[config.mk]
export PLATFORM = sky130hd
export DESIGN_NAME = irq_vec_ctrl
export DESIGN_NICKNAME = d
export VERILOG_FILES = /design/src/rtl/irqc_pkg.sv /design/src/rtl/irqc_pend_bank.sv /design/src/rtl/irqc_level_map.sv /design/src/rtl/irqc_nest_stack.sv /design/src/rtl/irqc_arbiter.sv /design/src/rtl/irq_vec_ctrl.sv
export SDC_FILE = /design/constraint.sdc
export NUM_CORES = 1
export LEC_CHECK = 0
export ABC_AREA = 1
export BUFFER_PORTS_ARGS = -buffer_cell sky130_fd_sc_hd__buf_2
export CAP_MARGIN = 5
export CORE_ASPECT_RATIO = 0.9
export CORE_MARGIN = 4
export CORE_UTILIZATION = 39
export CTS_CLUSTER_DIAMETER = 50
export DETAILED_ROUTE_END_ITERATION = 6
export SLEW_MARGIN = 20
export SYNTH_ARGS = -nofsm -noshare
export SYNTH_HDL_FRONTEND = slang
export SYNTH_HIERARCHICAL = 1
export SYNTH_SLANG_ARGS = --single-unit
[constraint.sdc]
create_clock -name clk -period 9.7 [get_ports clk]
set_input_delay 0.97 -clock clk [delete_from_list [all_inputs] [get_ports clk]]
set_output_delay 0.97 -clock clk [all_outputs]
set_load 0.01 [all_outputs]
[src/rtl/irqc_pkg.sv]
package irqc_pkg;
  typedef enum logic [1:0] {
    LVL_LOW  = 2'd0,
    LVL_HIGH = 2'd1,
    LVL_TOP  = 2'd2
  } lvl_e;

  localparam int NUM_TIERS = 3;

  // one-hot bit of a tier in the in-service record
  function automatic logic [NUM_TIERS-1:0] tier_bit(input logic [1:0] l);
    return NUM_TIERS'(1) << l;
  endfunction

  // mask of record bits at or above a tier
  function automatic logic [NUM_TIERS-1:0] tier_at_or_above(input logic [1:0] l);
    return ~((NUM_TIERS'(1) << l) - NUM_TIERS'(1));
  endfunction
endpackage

[src/rtl/irqc_pend_bank.sv]
module irqc_pend_bank #(
  parameter int N = 10
) (
  input  logic         clk,
  input  logic         rst_n,
  input  logic [N-1:0] set_i,
  input  logic [N-1:0] clr_i,
  output logic [N-1:0] pend_o
);
  for (genvar g = 0; g < N; g++) begin : g_line
    always_ff @(posedge clk or negedge rst_n) begin
      if (!rst_n) pend_o[g] <= 1'b0;
      else        pend_o[g] <= (pend_o[g] & ~clr_i[g]) | set_i[g];
    end
  end
endmodule

[src/rtl/irqc_level_map.sv]
module irqc_level_map
  import irqc_pkg::*;
#(
  parameter int N        = 10,
  parameter int TOP_LINES = 2
) (
  input  logic [N-1:0]      sel_i,
  output logic [N-1:0][1:0] lvl_o
);
  for (genvar g = 0; g < N; g++) begin : g_map
    if (g < TOP_LINES) begin : g_top
      assign lvl_o[g] = sel_i[g] ? LVL_TOP : LVL_LOW;
    end else begin : g_mid
      assign lvl_o[g] = sel_i[g] ? LVL_HIGH : LVL_LOW;
    end
  end
endmodule

[src/rtl/irqc_nest_stack.sv]
module irqc_nest_stack
  import irqc_pkg::*;
(
  input  logic                 clk,
  input  logic                 rst_n,
  input  logic                 push_i,
  input  logic [1:0]           push_lvl_i,
  input  logic                 pop_i,
  output logic [NUM_TIERS-1:0] ins_o
);
  logic [NUM_TIERS-1:0] senior;
  logic [NUM_TIERS-1:0] after_pop;

  always_comb begin
    senior = '0;
    for (int t = 0; t < NUM_TIERS; t++) begin
      if (ins_o[t]) senior = NUM_TIERS'(1) << t;
    end
    after_pop = pop_i ? (ins_o & ~senior) : ins_o;
  end

  always_ff @(posedge clk or negedge rst_n) begin
    if (!rst_n) ins_o <= '0;
    else        ins_o <= after_pop | (push_i ? tier_bit(push_lvl_i) : '0);
  end
endmodule

[src/rtl/irqc_arbiter.sv]
module irqc_arbiter
  import irqc_pkg::*;
#(
  parameter int N     = 10,
  localparam int IDX_W = (N > 1) ? $clog2(N) : 1
) (
  input  logic [N-1:0]         cand_i,
  input  logic [N-1:0][1:0]    lvl_i,
  input  logic [NUM_TIERS-1:0] ins_i,
  output logic                 win_vld_o,
  output logic [IDX_W-1:0]     win_idx_o,
  output logic [1:0]           win_lvl_o
);
  logic [N-1:0] elig;

  always_comb begin
    for (int i = 0; i < N; i++) begin
      elig[i] = cand_i[i] & ~|(ins_i & tier_at_or_above(lvl_i[i]));
    end
  end

  // scan from the top index down; ">=" lets a lower index take a tie
  always_comb begin
    win_vld_o = 1'b0;
    win_idx_o = '0;
    win_lvl_o = LVL_LOW;
    for (int i = N - 1; i >= 0; i--) begin
      if (elig[i] && (!win_vld_o || lvl_i[i] >= win_lvl_o)) begin
        win_vld_o = 1'b1;
        win_idx_o = IDX_W'(i);
        win_lvl_o = lvl_i[i];
      end
    end
  end
endmodule

[src/rtl/irq_vec_ctrl.sv]
module irq_vec_ctrl
  import irqc_pkg::*;
#(
  parameter int N         = 10,
  parameter int TOP_LINES = 2,
  parameter int VEC_W     = 8,
  parameter int VEC_BASE  = 3,
  parameter int VEC_STEP  = 8
) (
  input  logic             clk,
  input  logic             rst_n,
  input  logic [N-1:0]     irq_i,
  input  logic [N-1:0]     en_i,
  input  logic [N-1:0]     lvl_sel_i,
  input  logic             ack_i,
  input  logic             ret_i,
  output logic             req_o,
  output logic [VEC_W-1:0] vec_o,
  output logic [1:0]       lvl_o
);
  localparam int IDX_W = (N > 1) ? $clog2(N) : 1;

  logic [N-1:0]         pend;
  logic [N-1:0]         clr;
  logic [N-1:0][1:0]    line_lvl;
  logic [NUM_TIERS-1:0] ins_w;
  logic                 win_vld;
  logic [IDX_W-1:0]     win_idx;
  logic [1:0]           win_lvl;
  logic [IDX_W-1:0]     idx_q;
  logic                 ack_take;

  assign ack_take = ack_i & req_o;
  assign clr      = ack_take ? (N'(1) << idx_q) : '0;

  irqc_pend_bank #(.N(N)) u_pend (
    .clk(clk), .rst_n(rst_n), .set_i(irq_i), .clr_i(clr), .pend_o(pend)
  );

  irqc_level_map #(.N(N), .TOP_LINES(TOP_LINES)) u_map (
    .sel_i(lvl_sel_i), .lvl_o(line_lvl)
  );

  irqc_nest_stack u_nest (
    .clk(clk), .rst_n(rst_n), .push_i(ack_take), .push_lvl_i(lvl_o),
    .pop_i(ret_i), .ins_o(ins_w)
  );

  irqc_arbiter #(.N(N)) u_arb (
    .cand_i(pend & en_i), .lvl_i(line_lvl), .ins_i(ins_w),
    .win_vld_o(win_vld), .win_idx_o(win_idx), .win_lvl_o(win_lvl)
  );

  always_ff @(posedge clk or negedge rst_n) begin
    if (!rst_n) begin
      req_o <= 1'b0;
      vec_o <= '0;
      lvl_o <= LVL_LOW;
      idx_q <= '0;
    end else if (ack_take) begin
      req_o <= 1'b0;
    end else begin
      req_o <= win_vld;
      if (win_vld) begin
        vec_o <= VEC_W'(VEC_BASE + int'(win_idx) * VEC_STEP);
        lvl_o <= win_lvl;
        idx_q <= win_idx;
      end
    end
  end
endmodule

==> flow_metrics.py, run 1 <==
metrics = {
    "outcome": {
        "status": "finished clean",
    },
    "worst_hold_path": {
        "min_path_type": "reg2reg",
    },
    "sta": {
        "whs_ns": 0.473,
        "tightest_slew_ns": 0.555,
        "hold_viol_final": 0,
        "final-max-slew-violation-count": 0,
        "fin_crit_ns": 9.11,
        "finClkSkew_ns": 0.00245,
        "finalSetupViolCount": 0,
        "slew_headroom": 0.630,
        "fin_crit_sh": 0.939,
        "max_freq_mhz": 110,
    },
    "die": {
        "die_area_mm2": 0.00761,
        "die_y_um": 83.2,
        "ioPinCount": 45,
        "fp-row-count": 27,
        "start_util": 0.400,
        "die_width_um": 91.5,
        "fp.coreArea_mm2": 0.00611,
    },
    "synth": {
        "yosysSeqAreaShare": 0.215,
        "synthArstFlopShare": 1.00,
        "syn_area_mm2": 0.00245,
        "yosys_warnings": 6,
        "synth_edf_count": 0,
        "yosys_register_bits": 21,
        "synth_ff_type": "dfrtp_1",
        "syn_area_per_cell_um2": 6.29,
        "postSynthCellCount": 389,
        "synth_cell_types": 30,
    },
    "cells_and_area": {
        "drive_above_1_share": 0.327,
        "utilization": 0.482,
        "fin_cells": 530,
        "area_delta_synth_final_pct": 20.4,
        "final_common_cell": "nand2_1",
        "num_antenna_cells": 0,
        "fill_cells": 649,
        "mostFrequentLayoutCells": "nand2_1 (98), inv_1 (72), buf_2 (42)",
        "nets": 495,
    },
    "clock_tree": {
        "clockRootBuffer": "clkbuf_8",
        "clockBufferDepth": 2,
        "htreeDepth": 1,
        "ctsHoldBuffers": 0,
        "numCtsBuffers": 3,
        "clkLatencyLatePin_ns": 0.26,
        "cts.sinks": 21,
        "cts_tree": "yes",
        "clk_pin_slew_worst_paths_ns": 0.07,
    },
    "setup_path": {
        "cpPeakStageDelay_ns": 0.29,
        "cpMostUsedCell": "nand2_2",
        "cp.arrival_ns": 9.31,
        "worst_setup_path_end_kind": "flip-flop",
        "crit_slowest_cell": "ha_1",
        "criticalPathCategory": "in2reg",
        "crit_path_start_kind": "input port",
        "cp_max_fo": 5,
        "cp_data_required_time_ns": 9.90,
    },
    "routing": {
        "viasPerCell": 4.39,
        "remaining_drc_errors": 0,
        "wl_per_cell_um": 10.8,
        "drt-initial-drc-count": 47,
        "antenna_left": 0,
        "vias": 2328,
        "postRouteWirelength_um": 5720,
        "firstDrtPassIters": 4,
    },
    "grt": {
        "antenna_found_initial": 0,
        "grtUsageTotal": 0.149,
        "grt-ovfl-total": 0,
        "grt_pass1_wl_um": 9600,
        "grt_max_degree": 22,
        "grt_pass1_vias": 2232,
    },
    "place": {
        "gp_congestion": 0.831,
        "detailed_place_hpwl_um": 4640,
        "dp_cells": 516,
        "portBuffers": 42,
    },
    "power_and_ir_drop": {
        "p_int_w": 0.000422,
        "ir_worst_vdd_mv": 0.0970,
        "power_w": 0.000847,
        "p_comb_frac": 0.765,
        "p_switching_w": 0.000426,
        "pwr-share-clk": 0.066,
        "leakage_nw": 1.68,
        "share_seq_of_total_power": 0.170,
        "switching_share": 0.502,
        "p_per_area_mw_per_mm2": 287,
    },
    "job": {
        "drv_cap": 0,
    },
}
## state kept, by name (all words and copies together), names as in the netlist
name / flops
idx_q: 3
lvl_o: 2
req_o: 1
u_nest/ins_o: 3
u_pend/pend_o: 10
vec_o: 2
## synthesized netlist by cell type (2+ instances only)
library cell  count  share of area
a21oi_1          15          0.031
and2_1            5          0.013
buf_4            23          0.071
conb_1            2         0.0031
dfrtp_1          21           0.21
ha_1             17          0.087
inv_1            76           0.12
inv_2             5         0.0077
nand2_1         108           0.17
nand2_2          20          0.051
nand2_4           3          0.014
nand3_1          25          0.051
nand3_2          10          0.041
nand3b_1          2         0.0061
nand4_1           2         0.0051
nor2_1           22          0.034
nor2_2            2         0.0051
nor3_1            2         0.0041
o211ai_1          2         0.0061
o21ai_0          11          0.022
o21ai_1           2         0.0041
o21ai_2           5          0.018
or2_1             2         0.0051
## cell families (layout without fill, tap and decap cells)
group	Yosys count	after routing	share of synthesized area
and+or+nand+nor	206	206	0.409
buffers and inverters	106	150	0.198
AOI/OAI and AO/OA	37	37	0.0884
DFF	21	21	0.215
adders and majority gates	17	17	0.0869
other	2	12	0.00307
## through the flow
stage	area, um^2	setup slack (ns)	setup TNS, ns
floorplan	2490	0.643	0
global placement	2720	-0.00706	-0.00706
detailed placement	2720	-0.107	-0.141
CTS	2760	0.104	0
global route	2950	-0.150	-0.491
finish	2950	0.588	0
## repair_timing
action                                  CTS  global route
setup buffers                             0            10
endpoints found under the setup margin    0             6
resized for setup                         0            37
endpoints found under the hold margin     0             0
## power groups by stage
stage / Clock [W] / Sequential [W] / Combinational (W)
floorplan: 0 / 0.000141 / 0.000399
global placement: 0 / 0.000146 / 0.000537
detailed placement: 0 / 0.000145 / 0.000543
CTS: 0.0000588 / 0.000144 / 0.000548
global route: 0.0000640 / 0.000148 / 0.000737
finish: 0.0000558 / 0.000144 / 0.000648
## area by class of cell
class                   count  area (um^2)  share of cell area
multi-input cells         272         1580               0.537
flip-flops and latches     21          526               0.178
repair buffers             63          372               0.126
inverters                  83          314               0.107
well taps                  87          109              0.0369
clock buffers               3         41.3              0.0140
clock inverters             1         5.00             0.00170
## layer usage
layer / up-vias / GRT usage / share of wire
met3: 6 / 0.0236 / 0.049
met4: 0 / 0.0370 / 0.010
li1: 1270 / - / -
met2: 49 / 0.233 / 0.45
met1: 1003 / 0.212 / 0.49
met5: - / 0 / 0
## path summary, 6_finish.rpt
path                                  start               end  slack [ns]  cells past startpoint
min reg2reg                u_pend/pend_o[5]  u_pend/pend_o[5]        0.47                      2
min                        u_pend/pend_o[5]  u_pend/pend_o[5]        0.47                      2
max in group asynchronous             rst_n             req_o        8.73                      1
max                            lvl_sel_i[9]          idx_q[1]        0.59                     79
min in group asynchronous             rst_n  u_pend/pend_o[3]        0.66                      1
max reg2reg                 u_nest/ins_o[0]          idx_q[1]        0.89                     77
## critical path: cells and delay by family
family	cells	cell delay (ns)
fa+ha+maj	9	2.30
buf+inv	12	0.95
simple gates	45	3.61
compound gates	13	1.45
No activity file was read; power rests on OpenSTA's default activity.
==> run 2, diff against run 1 <==
--- a/config.mk
+++ b/config.mk
@@ -7,12 +7,14 @@
 export LEC_CHECK = 0
 export ABC_AREA = 1
 export BUFFER_PORTS_ARGS = -buffer_cell sky130_fd_sc_hd__buf_2
-export CAP_MARGIN = 5
+export CELL_PAD_IN_SITES_DETAIL_PLACEMENT = 1
+export CELL_PAD_IN_SITES_GLOBAL_PLACEMENT = 2
 export CORE_ASPECT_RATIO = 0.9
 export CORE_MARGIN = 4
-export CORE_UTILIZATION = 39
+export CORE_UTILIZATION = 32
 export CTS_CLUSTER_DIAMETER = 50
 export DETAILED_ROUTE_END_ITERATION = 6
+export PLACE_DENSITY_LB_ADDON = 0.1
 export SLEW_MARGIN = 20
 export SYNTH_ARGS = -nofsm -noshare
 export SYNTH_HDL_FRONTEND = slang
==> constraint.sdc (replaced) <==
create_clock -name clk -period 11.4 [get_ports clk]
set_input_delay 1.14 -clock clk [delete_from_list [all_inputs] [get_ports clk]]
set_output_delay 1.14 -clock clk [all_outputs]
set_load 0.01 [all_outputs]
==> run 2 against run 1 <==
Die area increased by 20%. Final area decreased by 8.8%. Non-clock buffer count decreased by 21. Cell count decreased by 2.8%. Worst hold slack improved by 0.0028 ns. Routed wire length increased by 15%. First-iteration DRC count increased by 66%. Sequential power decreased by 15%. Worst setup slack improved by 0.58 ns. Clock skew increased by 0.00078 ns. Sequential cell count unchanged. Combinational power decreased by 31%.
==> flow_metrics.py, run 2 (synthesized netlist as in run 1, its figures left out) <==
metrics = {
    "outcome": {
        "status": "finished clean",
    },
    "routing": {
        "viasPerCell": 4.57,
        "firstDrtPassIters": 4,
        "remaining_drc_errors": 0,
        "wl_per_cell_um": 12.8,
        "postRouteWirelength_um": 6570,
        "drt-initial-drc-count": 78,
        "antenna_left": 0,
        "vias": 2351,
    },
    "worst_hold_path": {
        "min_path_type": "reg2reg",
        "holdPathStages": 2,
    },
    "die": {
        "ioPinCount": 45,
        "die_width_um": 100,
        "die_y_um": 91.0,
        "fp-row-count": 29,
        "fp.coreArea_mm2": 0.00726,
        "start_util": 0.337,
        "die_area_mm2": 0.00912,
    },
    "clock_tree": {
        "clkLatencyLatePin_ns": 0.26,
        "clockRootBuffer": "clkbuf_8",
        "clk_pin_slew_worst_paths_ns": 0.08,
        "htreeDepth": 1,
        "cts.sinks": 21,
        "clockBufferDepth": 2,
        "numCtsBuffers": 3,
        "cts_tree": "yes",
        "ctsHoldBuffers": 0,
    },
    "power_and_ir_drop": {
        "ir_worst_vdd_mv": 0.0651,
        "leakage_nw": 1.55,
        "p_per_area_mw_per_mm2": 229,
    },
    "grt": {
        "grt_pass1_wl_um": 11500,
        "antenna_found_initial": 0,
        "grt-ovfl-total": 0,
        "grt_pass1_vias": 2460,
        "grtUsageTotal": 0.151,
        "grt_max_degree": 22,
    },
    "setup_path": {
        "r2r_end": "idx_q[1]",
        "worstPathBufferInverterCount": 12,
        "crit_path_start_kind": "input port",
        "crit_slowest_cell": "ha_1",
        "criticalPathCategory": "in2reg",
        "cp_data_required_time_ns": 11.61,
        "r2r_slack_ns": 1.64,
        "cp_max_fo": 6,
        "timing.rr.start": "u_nest/ins_o[1]",
        "worst_setup_path_end_kind": "flip-flop",
        "startpoint": "en_i[9]",
        "cp_num_cells": 77,
        "cpPeakStageDelay_ns": 0.27,
        "crit_end": "idx_q[1]",
        "cpMostUsedCell": "nand2_1",
        "critical-path-top-delay-family": "simple AND/OR/NAND/NOR gates",
        "r2r.worst_path.cells": 75,
        "cp.arrival_ns": 10.44,
    },
    "cells_and_area": {
        "mostFrequentLayoutCells": "nand2_1 (107), inv_1 (76), buf_2 (42)",
        "top_register": "u_pend/pend_o",
        "nets": 474,
        "regArea_um2": 526,
        "reg_top3": "u_pend/pend_o x10, idx_q x3, u_nest/ins_o x3",
        "area_delta_synth_final_pct": 9.81,
        "final_common_cell": "nand2_1",
        "fill_cells": 1022,
        "largest_reg_flops": 10,
        "multiInputGateArea_mm2": 0.00148,
        "num_antenna_cells": 0,
        "drive_above_1_share": 0.230,
    },
    "sta": {
        "setup_tns_ns": 0,
        "setup_slack_ns": 1.17,
        "grt_setup_unrepaired": "false",
        "fin_crit_sh": 0.898,
        "max_freq_mhz": 97.7,
        "finClkSkew_ns": 0.00322,
        "final-max-slew-violation-count": 0,
        "fin_crit_ns": 10.23,
        "hold_viol_final": 0,
        "finalSetupViolCount": 0,
    },
    "job": {
        "drv_cap": 0,
    },
    "place": {
        "portBuffers": 42,
        "detailed_place_hpwl_um": 5720,
        "pre_cts_ws_ns": 0.796,
        "gp_congestion": 0.787,
    },
}
==> run 2: metal layers <==
| layer | track usage | routed length [um] | vias up |
|---|---|---|---|
| li1 | - | - | 1221 |
| met1 | 0.224 | 3390 | 1078 |
| met2 | 0.240 | 2870 | 48 |
| met3 | 0.0176 | 281 | 4 |
| met4 | 0.0236 | 31 | 0 |
| met5 | 0 | 0 | - |
==> run 2: area by class of cell <==
class                      count  area share
multi-input combinational    272       0.550
inverter                      83       0.116
clock inverter                 1     0.00186
tap                           93      0.0433
sequential                    21       0.195
clock buffer                   3      0.0154
timing repair buffer          42      0.0782
==> run 2: how the worst min path moves through the flow <==
stage / startpoint / end / slack [ns]
after floorplan: u_pend/pend_o[0] / u_pend/pend_o[0] / 0.44
after global placement: u_pend/pend_o[3] / u_pend/pend_o[3] / 0.46
after detailed placement: u_pend/pend_o[7] / u_pend/pend_o[7] / 0.46
after CTS: u_pend/pend_o[7] / u_pend/pend_o[7] / 0.48
after global routing: u_pend/pend_o[7] / u_pend/pend_o[7] / 0.50
final: u_pend/pend_o[3] / u_pend/pend_o[3] / 0.48
==> run 2: where the power goes <==
group / internal [W] / switching (W)
Sequential: 0.0000940 / 0.0000287
Combinational: 0.000165 / 0.000279
Clock: 0.0000244 / 0.0000256
==> run 2: what timing repair did <==
| item | in CTS | in global routing |
|---|---|---|
| buffers inserted | 0 | 0 |
| resized for setup | 0 | 1 |
| setup endpoints to repair | 0 | 1 |
==> run 2: tightest hold or removal path: cells and delay by family (launching register included) <==
family,cells,cell delay (ns)
flops,1,0.35
simple gates,2,0.10
==> run 2: stage by stage <==
step	power [W]	std cells	hold slack, ns	utilization	cell area (um^2)
floorplan	0.000460	399	0.441	-	2490
global placement	0.000557	511	0.456	0.364	2640
detailed placement	0.000568	511	0.461	0.364	2640
CTS	0.000621	515	0.481	0.370	2690
global route	0.000706	515	0.501	0.371	2690
finish	0.000617	515	0.476	0.371	2690
